--- src/rtl/bfm_pkg.sv ---
package bfm_pkg;
  typedef enum logic [1:0] {
    PH_BOOT  = 2'd0,
    PH_RUN   = 2'd1,
    PH_ENTRY = 2'd2,
    PH_HALT  = 2'd3
  } phase_e;
endpackage

--- src/rtl/bfm_phase_ctrl.sv ---
module bfm_phase_ctrl
  import bfm_pkg::*;
(
  input  logic   clk,
  input  logic   rst_n,
  input  logic   berr_i,
  input  logic   insn_done_i,
  input  logic   exc_entry_i,
  input  logic   hnd_first_i,
  input  logic   boot_first_i,
  output phase_e phase_o,
  output logic   pend_o
);
  phase_e phase_q, phase_d;
  logic   lat_q, lat_d;
  logic   pend_q, pend_d;

  always_comb begin
    phase_d = phase_q;
    lat_d   = lat_q;
    pend_d  = 1'b0;
    unique case (phase_q)
      PH_BOOT: begin
        if (boot_first_i) begin
          phase_d = PH_RUN;
          lat_d   = berr_i;        // coinciding error survives
        end else if (berr_i) begin
          phase_d = PH_HALT;       // error before first instruction
        end
      end
      PH_RUN: begin
        lat_d = lat_q | berr_i;
        if (exc_entry_i) begin
          phase_d = PH_ENTRY;
          pend_d  = 1'b0;
        end else begin
          pend_d = pend_q | (insn_done_i & (lat_q | berr_i));
        end
      end
      PH_ENTRY: begin
        if (hnd_first_i) begin
          phase_d = PH_RUN;
          lat_d   = berr_i;        // clear unless a new error lands now
        end else if (berr_i) begin
          phase_d = PH_HALT;       // second error during entry
        end
      end
      default: begin
        phase_d = PH_HALT;
      end
    endcase
  end

  always_ff @(posedge clk) begin
    if (!rst_n) begin
      phase_q <= PH_BOOT;
      lat_q   <= 1'b0;
      pend_q  <= 1'b0;
    end else begin
      phase_q <= phase_d;
      lat_q   <= lat_d;
      pend_q  <= pend_d;
    end
  end

  assign phase_o = phase_q;
  assign pend_o  = pend_q;

  assert_halt_sticky_R10: assert property (@(posedge clk) disable iff (!rst_n)
    (phase_q == PH_HALT) |=> (phase_q == PH_HALT));
  assert_boot_fault_R2: assert property (@(posedge clk) disable iff (!rst_n)
    (phase_q == PH_BOOT && berr_i && !boot_first_i) |=> (phase_q == PH_HALT));
  assert_entry_fault_R6: assert property (@(posedge clk) disable iff (!rst_n)
    (phase_q == PH_ENTRY && berr_i && !hnd_first_i) |=> (phase_q == PH_HALT));
  assert_late_error_R9: assert property (@(posedge clk) disable iff (!rst_n)
    (phase_q == PH_RUN) |=> (phase_q != PH_HALT));
  assert_req_at_boundary_R3: assert property (@(posedge clk) disable iff (!rst_n)
    $rose(pend_q) |-> $past(insn_done_i));
  assert_req_held_R4: assert property (@(posedge clk) disable iff (!rst_n)
    (pend_q && !exc_entry_i) |=> pend_q);
  assert_req_drop_R5: assert property (@(posedge clk) disable iff (!rst_n)
    (pend_q && exc_entry_i) |=> !pend_q);
  assert_no_req_halted_R13: assert property (@(posedge clk) disable iff (!rst_n)
    (phase_q == PH_HALT) |-> !pend_q);
endmodule

--- src/rtl/bfm_fetch_sub.sv ---
module bfm_fetch_sub #(
  parameter int DATA_W = 8
) (
  input  logic              clk,
  input  logic              rst_n,
  input  logic              fetch_end_i,
  input  logic              berr_i,
  input  logic [DATA_W-1:0] fetch_data_i,
  output logic              fetch_vld_o,
  output logic [DATA_W-1:0] fetch_data_o
);
  localparam logic [DATA_W-1:0] PRECHARGE = {DATA_W{1'b1}};

  always_ff @(posedge clk) begin
    if (!rst_n) begin
      fetch_vld_o  <= 1'b0;
      fetch_data_o <= '0;
    end else begin
      fetch_vld_o <= fetch_end_i;
      if (fetch_end_i) fetch_data_o <= berr_i ? PRECHARGE : fetch_data_i;
    end
  end

  assert_fetch_subst_R12: assert property (@(posedge clk) disable iff (!rst_n)
    (fetch_end_i && berr_i) |=> (fetch_vld_o && fetch_data_o == PRECHARGE));
  assert_fetch_pulse_R12: assert property (@(posedge clk) disable iff (!rst_n)
    !fetch_end_i |=> !fetch_vld_o);
endmodule

--- src/rtl/bfm_arb_pass.sv ---
module bfm_arb_pass #(
  parameter int ARB_N = 2
) (
  input  logic             clk,
  input  logic             rst_n,
  input  logic [ARB_N-1:0] arb_req_i,
  output logic [ARB_N-1:0] arb_gnt_o
);
  for (genvar g = 0; g < ARB_N; g++) begin : g_chan
    always_ff @(posedge clk) begin
      if (!rst_n) arb_gnt_o[g] <= 1'b0;
      else        arb_gnt_o[g] <= arb_req_i[g];
    end

    assert_gnt_follow_R11: assert property (@(posedge clk) disable iff (!rst_n)
      $past(rst_n) |-> (arb_gnt_o[g] == $past(arb_req_i[g])));
  end
endmodule

--- src/rtl/bus_fault_monitor.sv ---
module bus_fault_monitor
  import bfm_pkg::*;
#(
  parameter int DATA_W = 8,
  parameter int ARB_N  = 2
) (
  input  logic              clk,
  input  logic              rst_n,
  input  logic              berr_i,
  input  logic              insn_done_i,
  input  logic              exc_entry_i,
  input  logic              hnd_first_i,
  input  logic              boot_first_i,
  input  logic              fetch_end_i,
  input  logic [DATA_W-1:0] fetch_data_i,
  input  logic [ARB_N-1:0]  arb_req_i,
  output logic              exc_req_o,
  output logic              halt_n_o,
  output logic              halted_o,
  output logic              fetch_vld_o,
  output logic [DATA_W-1:0] fetch_data_o,
  output logic [ARB_N-1:0]  arb_gnt_o
);
  phase_e phase;
  logic   pend;

  bfm_phase_ctrl u_phase (
    .clk          (clk),
    .rst_n        (rst_n),
    .berr_i       (berr_i),
    .insn_done_i  (insn_done_i),
    .exc_entry_i  (exc_entry_i),
    .hnd_first_i  (hnd_first_i),
    .boot_first_i (boot_first_i),
    .phase_o      (phase),
    .pend_o       (pend)
  );

  bfm_fetch_sub #(.DATA_W(DATA_W)) u_fetch (
    .clk          (clk),
    .rst_n        (rst_n),
    .fetch_end_i  (fetch_end_i),
    .berr_i       (berr_i),
    .fetch_data_i (fetch_data_i),
    .fetch_vld_o  (fetch_vld_o),
    .fetch_data_o (fetch_data_o)
  );

  bfm_arb_pass #(.ARB_N(ARB_N)) u_arb (
    .clk       (clk),
    .rst_n     (rst_n),
    .arb_req_i (arb_req_i),
    .arb_gnt_o (arb_gnt_o)
  );

  assign halted_o  = (phase == PH_HALT);
  assign halt_n_o  = ~halted_o;
  assign exc_req_o = pend;

  assert_pins_agree_R10: assert property (@(posedge clk) disable iff (!rst_n)
    halted_o |=> (!halt_n_o && halted_o));
  assert_halt_quiet_R13: assert property (@(posedge clk) disable iff (!rst_n)
    !halt_n_o |-> !exc_req_o);
endmodule

--- config.mk ---
export PLATFORM = sky130hd
export DESIGN_NAME = bus_fault_monitor
export DESIGN_NICKNAME = d
export VERILOG_FILES = /design/src/rtl/bfm_pkg.sv /design/src/rtl/bfm_phase_ctrl.sv /design/src/rtl/bfm_fetch_sub.sv /design/src/rtl/bfm_arb_pass.sv /design/src/rtl/bus_fault_monitor.sv
export SDC_FILE = /design/constraint.sdc
export NUM_CORES = 1
export LEC_CHECK = 0
export BUFFER_PORTS_ARGS = -buffer_cell sky130_fd_sc_hd__buf_2
export CAP_MARGIN = 10
export CORE_ASPECT_RATIO = 1.1
export CORE_MARGIN = 2
export CORE_UTILIZATION = 38
export CTS_CLUSTER_DIAMETER = 60
export DETAILED_ROUTE_END_ITERATION = 10
export HOLD_SLACK_MARGIN = 0.15
export PLACE_DENSITY = 0.7
export SLEW_MARGIN = 5
export SYNTH_ARGS = -nofsm -noshare
export SYNTH_HDL_FRONTEND = slang
export SYNTH_SLANG_ARGS = --single-unit
--- constraint.sdc ---
create_clock -name clk -period 1.32 [get_ports clk]
set_input_delay 0.264 -clock clk [delete_from_list [all_inputs] [get_ports clk]]
set_output_delay 0.264 -clock clk [all_outputs]
set_load 0.03 [all_outputs]
==> impl_metrics.json <==
{
  "n_antenna_cell": 0,
  "worst_setup_path_end_kind": "output pin",
  "syn2layout_area_growth_pct": 31.4,
  "syn-num-nets": 74,
  "port_buffers": 31,
  "initial_core_util_pct": 41.8,
  "fp.dieW_um": 41.7,
  "skew_ns": 0.00638,
  "drt-total-wl_um": 1180,
  "grt_max_degree": 16,
  "core.rowCount": 14,
  "ctsHoldBuffers": 0,
  "die_h_um": 45.4,
  "cts_tree": "yes",
  "cts_sinks": 15,
  "yosys_register_bits": 15,
  "vias": 498,
  "critPathMaxFanout": 9,
  "synth_top_area_share_pct": 50.6,
  "first_iter_violations": 8,
  "ys_seq_area_share_pct": 50.6,
  "synth_area_leader_cell": "dfxtp_1",
  "hold_viol": 0,
  "core_area_um2": 1420,
  "grt_pass1_vias": 470,
  "grt_pass1_wl_um": 2000,
  "antenna_found_initial": 0,
  "tightestPinTransition_ns": 0.299,
  "first_pass_iters": 2,
  "final.period_utilization_pct": 92.6,
  "htree_levels": 1,
  "drv_slew": 0,
  "synth_area_per_cell_um2": 10.6,
  "detail-route-antenna-nets": 0,
  "io_pins": 32,
  "synth_area_leaders": "dfxtp_1 51%, o221a_2 15%, and2_1 3.2%",
  "wl_per_cell_um": 11.4,
  "mostFrequentLayoutCells": "30 x buf_2, 13 x dfxtp_1, 8 x o221a_2",
  "grtUsageTotal_pct": 14.3,
  "setup_violations": 0,
  "final_layout_size_suffix_gt1_share_pct": 55.2,
  "cts.clk_slew.worst_paths_ns": 0.08,
  "crit_type": "flop to output pin",
  "hold_class": "input pin to flop",
  "final_cells": 103,
  "grt_overflow": 0,
  "power.density_nw_per_um2": 1230,
  "rsz0062_at_grt": "false",
  "clk_latency_ns": 0.27,
  "fin_nets": 106,
  "syn_inst": 56,
  "dp_hpwl_um": 871,
  "routabilityCongestion": 0.674,
  "yosysWarnings": 0,
  "max_freq_mhz": 818,
  "die_area_um2": 1890,
  "root_buffer": "clkbuf_4",
  "numCtsBuffers": 3,
  "tns_ns": 0,
  "design_area_um2": 779,
  "arrival_ns": 0.96,
  "synth_area_um2": 593,
  "drc": 0,
  "clk_path_buf_depth": 2,
  "nFillCells": 144,
  "maxCapViolCount": 0,
  "irDropWorstVdd_mv": 0.460,
  "worst_setup_path_start_kind": "flop",
  "slew-limit-headroom_pct": 80.1,
  "ys_types": 23,
  "fin_crit_ns": 1.22,
  "worstPathRequired_ns": 1.06,
  "dpl_cell_area_um2": 743,
  "final_common_cell": "buf_2",
  "viasPerCell": 4.83,
  "outcome": "complete, no violations",
  "dp.cells": 99,
  "rrSetupSlack_ns": 0.24,
  "power_leakage_nw": 0.390
}
## final cells by class
cell class	instances	area [µm²]	share of cell area (%)
Clock buffer	4	26.3	3.37
Inverter	5	18.8	2.41
Multi-Input combinational cell	32	249	31.9
Sequential cell	15	308	39.5
Tap cell	16	20.0	2.57
Timing Repair Buffer	31	158	20.2
## state kept, by name, indices dropped and copies added, names as in the netlist
register and flops:
u_phase.pend_o 1, u_fetch.fetch_vld_o 1, u_arb.arb_gnt_o 2, u_phase.phase_o 2
u_fetch.fetch_data_o 8, u_phase.lat_q 1
## cell usage after synthesis, drive strengths merged
cell type / instances
a211o: 1
a21oi: 1
a221o: 1
a31oi: 1
and2: 3
and2b: 1
and3: 1
and3b: 1
buf: 3
clkbuf: 1
dfxtp: 15
inv: 5
mux2: 1
nand2: 2
nand2b: 1
nand3: 1
nand3b: 1
nor2: 3
nor2b: 1
o21ai: 3
o221a: 8
o311a: 1
## critical path: stages, from the launching register on
cell and delay [ns]:
dfxtp_4 0.40, nand2_1 0.07, inv_1 0.05, clkbuf_4 0.17
## timing repair
item / CTS / global route
resized for setup: 2 / 3
endpoints found under the setup margin: 2 / 1
setup buffers: 0 / 0
## stage by stage
stage | utilization [%] | setup WS [ns] | total power [mW] | hold slack [ns]
3_3_place_gp | 52.4 | 0.163 | 0.715 | 0.428
6_report | 54.9 | 0.0971 | 0.961 | 0.194
4_1_cts | 54.4 | 0.0360 | 0.977 | 0.180
2_1_floorplan | - | 0.151 | 0.658 | 0.386
5_1_grt | 54.9 | 0.00104 | 1.01 | 0.179
3_5_place_dp | 52.4 | 0.127 | 0.720 | 0.432
## where the power goes
group	internal, mW	leakage (nW)	switching [mW]
registers	0.488	0.126	0.0264
clock network	0.117	0.0150	0.136
logic	0.0869	0.249	0.107
total	0.691	0.390	0.269
## kinds of logic after synthesis
group,Yosys count,share of synthesized area [%]
multiplexers,1,2.53
flip-flops,15,50.6
buffers and inverters,9,7.38
AND/OR/NAND/NOR,15,14.6
AO/OA/AOI/OAI,16,24.9
## per-layer routing
layer | wire length, µm | vias up | GRT usage [%]
met3 | 68 | 2 | 3.17
met4 | 19 | 0 | 11.6
met5 | 0 | - | 0
met2 | 551 | 16 | 24.7
li1 | - | 264 | -
met1 | 537 | 216 | 15.3
## worst paths after layout
path,start,end,depth (start not counted)
min,arb_req_i[1],u_arb.arb_gnt_o[1]$_SDFF_PN0_,2
max reg2reg,u_phase.phase_o[1]$_SDFFE_PN0P_,u_phase.phase_o[0]$_SDFFE_PN0P_,2
max,u_phase.phase_o[1]$_SDFFE_PN0P_,halted_o,3
min reg2reg,u_phase.pend_o$_SDFF_PP0_,u_phase.pend_o$_SDFF_PP0_,2
Note: power is estimated with default switching activity, not from simulation.
